`src/rtl/phys_tag_pool.sv`:
```
module phys_tag_pool #(
  parameter int INT_REGS = 16,
  parameter int FP_REGS  = 16,
  parameter int CC_REGS  = 8,
  parameter int INT_RSV  = 4,
  parameter int FP_RSV   = 4,
  parameter int CC_RSV   = 2,
  localparam int TOTAL   = INT_REGS + FP_REGS + CC_REGS,
  localparam int TAG_W   = $clog2(TOTAL),
  localparam int MAXN    = (INT_REGS > FP_REGS) ? ((INT_REGS > CC_REGS) ? INT_REGS : CC_REGS)
                                                : ((FP_REGS > CC_REGS) ? FP_REGS : CC_REGS),
  localparam int CNT_W   = $clog2(MAXN + 1)
) (
  input  logic               clk,
  input  logic               rst_n,
  input  logic [2:0]         alloc_req,
  output logic [2:0]         alloc_vld,
  output logic [3*TAG_W-1:0] alloc_tag,
  output logic [2:0]         alloc_err,
  input  logic               rel_vld,
  input  logic [1:0]         rel_cls,
  input  logic [TAG_W-1:0]   rel_tag,
  output logic               rel_err_cls,
  output logic               rel_err_dbl,
  output logic [3*CNT_W-1:0] free_cnt,
  output logic [2:0]         not_empty
);

  localparam int FP_BASE = INT_REGS;
  localparam int CC_BASE = INT_REGS + FP_REGS;

  logic [TOTAL-1:0] free_q;
  logic [2:0]       pop;
  logic [TAG_W-1:0] head [3];
  logic             in_rng, rel_ok;

  always_comb begin
    case (rel_cls)
      2'd0:    in_rng = rel_tag < TAG_W'(FP_BASE);
      2'd1:    in_rng = rel_tag >= TAG_W'(FP_BASE) && rel_tag < TAG_W'(CC_BASE);
      2'd2:    in_rng = rel_tag >= TAG_W'(CC_BASE) && {1'b0, rel_tag} < (TAG_W+1)'(TOTAL);
      default: in_rng = 1'b0;
    endcase
  end

  assign rel_err_cls = rel_vld && !in_rng;
  assign rel_err_dbl = rel_vld && in_rng && free_q[rel_tag];
  assign rel_ok      = rel_vld && in_rng && !free_q[rel_tag];

  function automatic logic init_free(int i);
    if (i < FP_BASE)      return i >= INT_RSV;
    else if (i < CC_BASE) return i >= FP_BASE + FP_RSV;
    else                  return i >= CC_BASE + CC_RSV;
  endfunction

  always_ff @(posedge clk) begin
    if (!rst_n) begin
      for (int i = 0; i < TOTAL; i++) free_q[i] <= init_free(i);
    end else begin
      for (int c = 0; c < 3; c++)
        if (pop[c]) free_q[head[c]] <= 1'b0;
      if (rel_ok) free_q[rel_tag] <= 1'b1;
    end
  end

  for (genvar c = 0; c < 3; c++) begin : g_pool
    localparam int N    = (c == 0) ? INT_REGS : (c == 1) ? FP_REGS : CC_REGS;
    localparam int RSV  = (c == 0) ? INT_RSV  : (c == 1) ? FP_RSV  : CC_RSV;
    localparam int BASE = (c == 0) ? 0        : (c == 1) ? FP_BASE : CC_BASE;
    localparam int PW   = (N > 1) ? $clog2(N) : 1;

    logic [TAG_W-1:0] mem [N];
    logic [PW-1:0]    rd, wr;
    logic [CNT_W-1:0] cnt;
    logic             push;

    assign push     = rel_ok && rel_cls == 2'(c);
    assign pop[c]   = alloc_req[c] && cnt != '0;
    assign head[c]  = mem[rd];

    assign alloc_vld[c] = pop[c];
    assign alloc_err[c] = alloc_req[c] && cnt == '0;
    assign alloc_tag[c*TAG_W +: TAG_W] = pop[c] ? head[c] : '0;
    assign free_cnt[c*CNT_W +: CNT_W]  = cnt;
    assign not_empty[c] = cnt != '0;

    always_ff @(posedge clk) begin
      if (!rst_n) begin
        rd  <= '0;
        wr  <= PW'((N - RSV) % N);
        cnt <= CNT_W'(N - RSV);
        for (int i = 0; i < N; i++)
          mem[i] <= (i < N - RSV) ? TAG_W'(BASE + RSV + i) : '0;
      end else begin
        if (push) begin
          mem[wr] <= rel_tag;
          wr <= (wr == PW'(N - 1)) ? '0 : wr + 1'b1;
        end
        if (pop[c]) rd <= (rd == PW'(N - 1)) ? '0 : rd + 1'b1;
        cnt <= cnt + CNT_W'(push) - CNT_W'(pop[c]);
      end
    end
  end

endmodule

```
`config.mk`:
```
export PLATFORM = sky130hd
export DESIGN_NAME = phys_tag_pool
export DESIGN_NICKNAME = d
export VERILOG_FILES = /design/src/rtl/phys_tag_pool.sv
export SDC_FILE = /design/constraint.sdc
export NUM_CORES = 1
export LEC_CHECK = 0
export BUFFER_PORTS_ARGS = -buffer_cell sky130_fd_sc_hd__buf_2
export CAP_MARGIN = 10
export CORE_MARGIN = 1.5
export CORE_UTILIZATION = 60
export DETAILED_ROUTE_END_ITERATION = 10
export PLACE_DENSITY = 0.78
export SETUP_SLACK_MARGIN = 0.2
export SYNTH_ARGS = -nofsm -noshare
export SYNTH_HDL_FRONTEND = slang
export SYNTH_SLANG_ARGS = --single-unit
```
`constraint.sdc`:
```
create_clock -name clk -period 9.4 [get_ports clk]
set_input_delay 2.35 -clock clk [delete_from_list [all_inputs] [get_ports clk]]
set_output_delay 2.35 -clock clk [all_outputs]
set_load 0.01 [all_outputs]
```
Word level (Yosys, flattened, before mapping)
Memories as Yosys holds them, arrays and structs flattened. A register that Yosys moved wholly into a read port is not among the register bits.
Index checks and enable logic that the tools add are counted.
{"block": "classes", "eq_ne": 8, "n_mux": 52, "add_sub_neg": 12, "magnitude_cmp": 13, "bitwise": 7, "reduce_logical": 31}
{"operator": "40-bit two-way mux", "n": 7}
{"operator": "40-bit AND", "n": 3}
{"operator": "40-bit inverter", "n": 3}
{"operator": "4-bit two-way mux", "n": 10}
{"operator": "40-bit OR", "n": 1}
{"operator": "6-bit two-way mux", "n": 6}
{"operator": "6-bit by 7-bit less-than comparator with 1-bit output (second input constant)", "n": 4}
{"operator": "1-bit demux with 6-bit select", "n": 4}
{"operator": "6-bit by 1-bit >= comparator with 1-bit output (second input constant)", "n": 4}
{"operator": "1-bit logical AND", "n": 19}
{"operator": "1-bit two-way mux", "n": 18}
{"operator": "6-bit OR reduction", "n": 3}
{"operator": "4-bit by 1-bit adder with 4-bit output (second input constant)", "n": 4}
{"operator": "4-bit == test (second input constant)", "n": 4}
{"operator": "5-bit by 1-bit adder with 5-bit output", "n": 3}
{"operator": "5-bit logical NOT", "n": 3}
{"operator": "3-bit two-way mux", "n": 5}
{"operator": "5-bit nonzero test", "n": 3}
{"operator": "5-bit by 1-bit subtractor with 5-bit output", "n": 3}
{"operator": "6-bit less-than comparator (second input constant)", "n": 2}
{"operator": "3-bit by 1-bit adder with 3-bit output (second input constant)", "n": 2}
{"operator": "1-bit binary-select mux with 6-bit select", "n": 1}
{"operator": "3-bit == test (second input constant)", "n": 2}
{"operator": "6-bit by 5-bit >= comparator with 1-bit output (second input constant)", "n": 1}
{"operator": "7 further kinds", "n": 8}
{"block": "word_totals", "memories": 3, "register_bits": 77, "out_inout_bits": 44, "ramBits": 240}
{"name": "g_pool[0].mem", "depth": 16, "width": 6, "rd": 1, "rd_clocked_by_memory_dff": 1, "write_ports": 16, "line": "72", "source": "logic [TAG_W-1:0] mem [N];"}
{"name": "g_pool[1].mem", "depth": 16, "width": 6, "rd": 1, "rd_clocked_by_memory_dff": 1, "write_ports": 16, "line": "72"}
{"name": "g_pool[2].mem", "depth": 8, "width": 6, "rd": 1, "rd_clocked_by_memory_dff": 1, "write_ports": 8, "line": "72"}

Depth between registers and ports, before layout
{"block": "logic_depth", "word_depth": 16, "mapped_depth": 18}

Worst setup path before layout
OpenSTA, ideal clock, no wires.
{"block": "synth_timing", "kind": "input -> output", "startpoint": "input port rel_tag[1]", "endpoint": "output port rel_err_dbl", "slack_ns": 3.270, "arrival_ns": 3.780, "path_stages": 5, "t_required_ns": 7.050, "path_cell_list": "nand2b_1 > mux4_2 > and3_1 > nor4_2 > o31a_1"}
{"block": "synth_via", "elab_chain_cells": 5, "elab_cells_between_ends": 12, "classes_between": "5 x order compare; 3 x mux; 4 x reduce/logical"}
{"element": "from (decl)", "line": "22", "source": "input logic [TAG_W-1:0] rel_tag,"}
{"element": "6-bit >= comparator, or another cell as far along", "line": "41", "source": "2'd2: in_rng = rel_tag >= TAG_W'(CC_BASE) && {1'b0, rel_tag} < (TAG_W+1)'(TOTAL);"}
{"element": "1-bit logical AND (on tied branches)", "line": "41, 40"}
{"element": "1-bit one-hot mux with 3 select lines", "line": "38", "source": "case (rel_cls)"}
{"element": "1-bit logical AND", "line": "47", "source": "assign rel_err_dbl = rel_vld && in_rng && free_q[rel_tag];"}
{"element": "1-bit logical AND (*)", "line": "47"}
{"element": "to (decl)", "line": "24", "source": "output logic rel_err_dbl,"}
Mark *: on every way between the ends. The rest lies on a longest branch, timed or not. The select of a mux whose other input is x is not followed.

Final worst setup path
Same ends and word-level chain as after synthesis.

==> metrics.md <==
| Metric | Value |
|---|---|
| Count of nets after finishing | `1456` |
| Gates resized, CTS repair | `0` |
| Post-synth EDFFs | `240` |
| Sort of element at the start of the critical path | `primary input` |
| Power, Total | `3.53 mW` |
| Dominant combinational cell family by area after synthesis | `simple AND/OR/NAND/NOR gates` |
| Post-layout instance area | `17600 µm²` |
| Via count of the first global-routing pass | `11.2k` |
| Antenna cells | `0` |
| Remaining global-route overflow | `0` |
| Post-Place Cells | `1704` |
| Routed len/inst | `22.9 µm` |
| Total placed instance area | `16500 µm²` |
| Setup slack at placement | `2.16 ns` |
| Multiplexer share of the synthesized area | `10.7%` |
| Placement Rows | `59` |
| Commonest non-fill, non-tap cells in the layout | `240 x edfxtp_1, 117 x nor2_1, 113 x nand2_1, 88 x dfxtp_1, 82 x conb_1` |
| Die footprint | `27300 µm²` |
| Most frequent CP cell | `buf_2` |
| Drt via density | `6.53` |
| Power per Cell Area | `201 nW/µm²` |
| Largest cells by area after synthesis | `edfxtp_1 46%, dfxtp_1 11%, mux4_2 8.4%` |
| Most used flip-flop cell after synthesis | `edfxtp_1` |
| Tmin final | `7.30 ns` |
| Remaining design rule violation count | `0` |
| Synthesized-area fraction occupied by adder cells | `2.91%` |
| Cell with the largest stage delay on the worst path | `buf_2` |
| Buffers & Inverters on Critical Path | `2` |
| Worst supply voltage drop on vdd | `184 µV` |
| CTS tree | `built` |
| Worst Slack Setup Final | `2.10 ns` |
| Synthesis-to-finish area growth | `11.5%` |
| Initial drt markers | `1483` |
| Routability congestion estimate from global placement | `0.986` |
| Number of antenna violations at the first check in global routing | `0` |
| Reported leakage power | `5.97 nW` |
| Htree depth | `2` |
| Leading cell type in the layout, fill and taps excluded | `edfxtp_1` |
| Antenna-violating nets left | `0` |
| Slew at the pin closest to its max-slew limit | `1.15 ns` |
| Critical path class | `in2out` |
| Crit Path Max Fanout | `50` |
| Fraction of layout instances using a drive strength above 1 | `14.2%` |
| Post-CTS repair timing setup buffer count | `0` |
| Category of cells accounting for the largest share of critical-path delay | `buffers and inverters` |
| Compound-Gate Fraction of Synth Area | `9.69%` |
| Count of port buffers added during placement | `57` |
| Maximum achievable frequency | `137 MHz` |
| Number of violations of the max-capacitance limit | `0` |
| Synth cell types | `68` |
| X dimension of the die | `165 µm` |
| Clock input transition at the sequential cells of the worst setup and hold paths | `0.06 ns` |
| Mean Syn Cell Area | `12.1 µm²` |
| Area share of xor/xnor cells in the synthesized design | `0.665%` |
| Height of the die | `165 µm` |
| Count of clock tree sinks | `328` |
| Total standard cell area after synthesis | `15800 µm²` |
| Result of the run | `finished, final reports clean` |
| TNS Setup | `0 ns` |
| Largest buffer count on any clock path | `3` |
| Drt total wl | `40.5 mm` |
| Number of buffers added to fix hold violations after cts | `0` |
| Post-synthesis cell count | `1311` |
| RSZ-0062 raised after global routing | `no` |
| Insertion delay of the later-clocked pin in the worst-skew pair | `0.52 ns` |
| Hold Vio Cnt, Final | `0` |
| Synthesized-area fraction occupied by and/or/nand/nor cells | `15.7%` |
| Highest cell delay on the worst timing path | `0.81 ns` |
| Number of standard cells in the final layout excluding fillers | `1768` |
| Number of warnings printed during yosys synthesis | `0` |
| Headroom to the max-slew limit | `22.4%` |
| Crit. End Element | `primary output` |
| Clk_skew | `0.0202 ns` |
| Initial core utilization | `60.8%` |
| Total number of vias | `11.5k` |
| Ordered list of cells on the worst path | `buf_2, mux2i_1, mux4_2, and3_1, nor4_2, o31a_1, buf_2` |
| Cell taking the most area after synthesis | `edfxtp_1` |
| Number of iterations in the first detailed-routing pass | `5` |
| Placeable core region | `26000 µm²` |
| Sequential-to-total area share from yosys stat | `56.8%` |
| HP Class | `reg2reg` |
| Period utilization | `77.7%` |
| IO Count | `58` |
| Total GRT Usage | `30.5%` |
| Required time of the critical path | `7.05 ns` |
| Global-route wire length before repair | `62.1 mm` |
| Arrival time of the worst setup path | `4.95 ns` |
| Pin count of the biggest net entering global routing | `99` |
| Number of register bits inferred by synthesis | `328` |
| Final slew viol count | `0` |
| Synth async-reset ratio | `0%` |
| DP HPWL | `27.6 mm` |
| Cell at the root of the clock tree | `clkbuf_16` |
| Fraction of synthesized cell area taken by the top area cell type | `45.6%` |
| Final setup violating endpoints | `0` |
| Number of buffers inserted during clock tree synthesis | `35` |
[worst paths after layout]
path                                     start                           to  slack [ns]  cells past startpoint
setup / recovery                    rel_tag[1]                  rel_err_dbl        2.10                      7
hold / removal    g_pool[2].rd[2]$_SDFFE_PN0P_                         flop        0.48                      2
setup reg to reg   g_pool[1].cnt[3]$_SDFF_PN1_  g_pool[1].cnt[4]$_SDFF_PN0_        5.41                     13
hold reg to reg   g_pool[2].rd[2]$_SDFFE_PN0P_                         flop        0.48                      2
[synthesized netlist by cell type, types with 8 or more instances]
| library cell | count |
|---|---|
| edfxtp_1 | 240 |
| nor2_1 | 117 |
| nand2_1 | 113 |
| dfxtp_1 | 88 |
| o221ai_1 | 60 |
| or3_1 | 60 |
| mux4_2 | 59 |
| clkbuf_1 | 55 |
| o21ai_0 | 52 |
| inv_1 | 44 |
| nand3_1 | 43 |
| nor3_1 | 40 |
| ha_1 | 32 |
| a21oi_1 | 25 |
| and3_1 | 25 |
| mux2i_1 | 25 |
| buf_2 | 22 |
| and2_1 | 16 |
| o22ai_1 | 13 |
| o31ai_1 | 13 |
| or4_1 | 12 |
| nand2b_1 | 11 |
| nor2b_1 | 11 |
| a22oi_1 | 10 |
| mux2_2 | 10 |
| a31oi_1 | 8 |
| nor3b_1 | 8 |
[kinds of logic (layout without fill, tap and decap cells)]
| kind of cell | after synthesis | count (layout) |
|---|---|---|
| fa+ha+maj | 35 | 35 |
| other cells | 2 | 82 |
| buf+inv | 134 | 176 |
| flops | 328 | 328 |
| compound gates | 217 | 217 |
| xor+xnor | 12 | 12 |
| mux | 94 | 94 |
| simple gates | 489 | 489 |
[area by class of cell]
cell class,instances,area (µm²)
Tap cell,335,419
Fill cell,1903,8370
Clock buffer,43,958
Sequential cell,328,8970
Clock inverter,20,151
Timing Repair Buffer,67,360
Multi-Input combinational cell,929,6580
Inverter,46,173
[worst register-to-register path: cells and delay by family, from the launching register on]
kind / cells / cell delay (ns)
AOI/OAI and AO/OA: 2 / 0.30
adders and majority gates: 4 / 1.13
buffers and inverters: 3 / 0.48
DFF: 1 / 0.33
and+or+nand+nor: 4 / 1.69
[where the power goes]
part / switching [mW] / total, mW / internal, mW
Combinational: 0.312 / 0.514 / 0.201
Clock: 0.562 / 1.34 / 0.781
Sequential: 0.0481 / 1.67 / 1.63
Total: 0.923 / 3.53 / 2.61
[through the flow]
step,hold slack [ns],util (%)
finish,0.482,67.8
CTS,0.481,67.8
detailed placement,0.473,63.5
global route,0.515,67.8
global placement,0.467,63.5
floorplan,0.455,-
[flip-flops by register name, summed over array words and instances (netlist names), named ones only]
signal      flops
g_pool.cnt     15
g_pool.mem    240
g_pool.wr      11
free_q         40
g_pool.rd      11
[per-layer routing]
metal	GRT usage [%]	vias to the layer above	routed length, µm
li1	-	5146	-
met1	39.6	5531	15400
met2	49.8	693	19300
met3	5.44	169	3770
met4	15.0	0	2090
met5	0	-	0
Note: power is estimated with default switching activity, not from simulation.
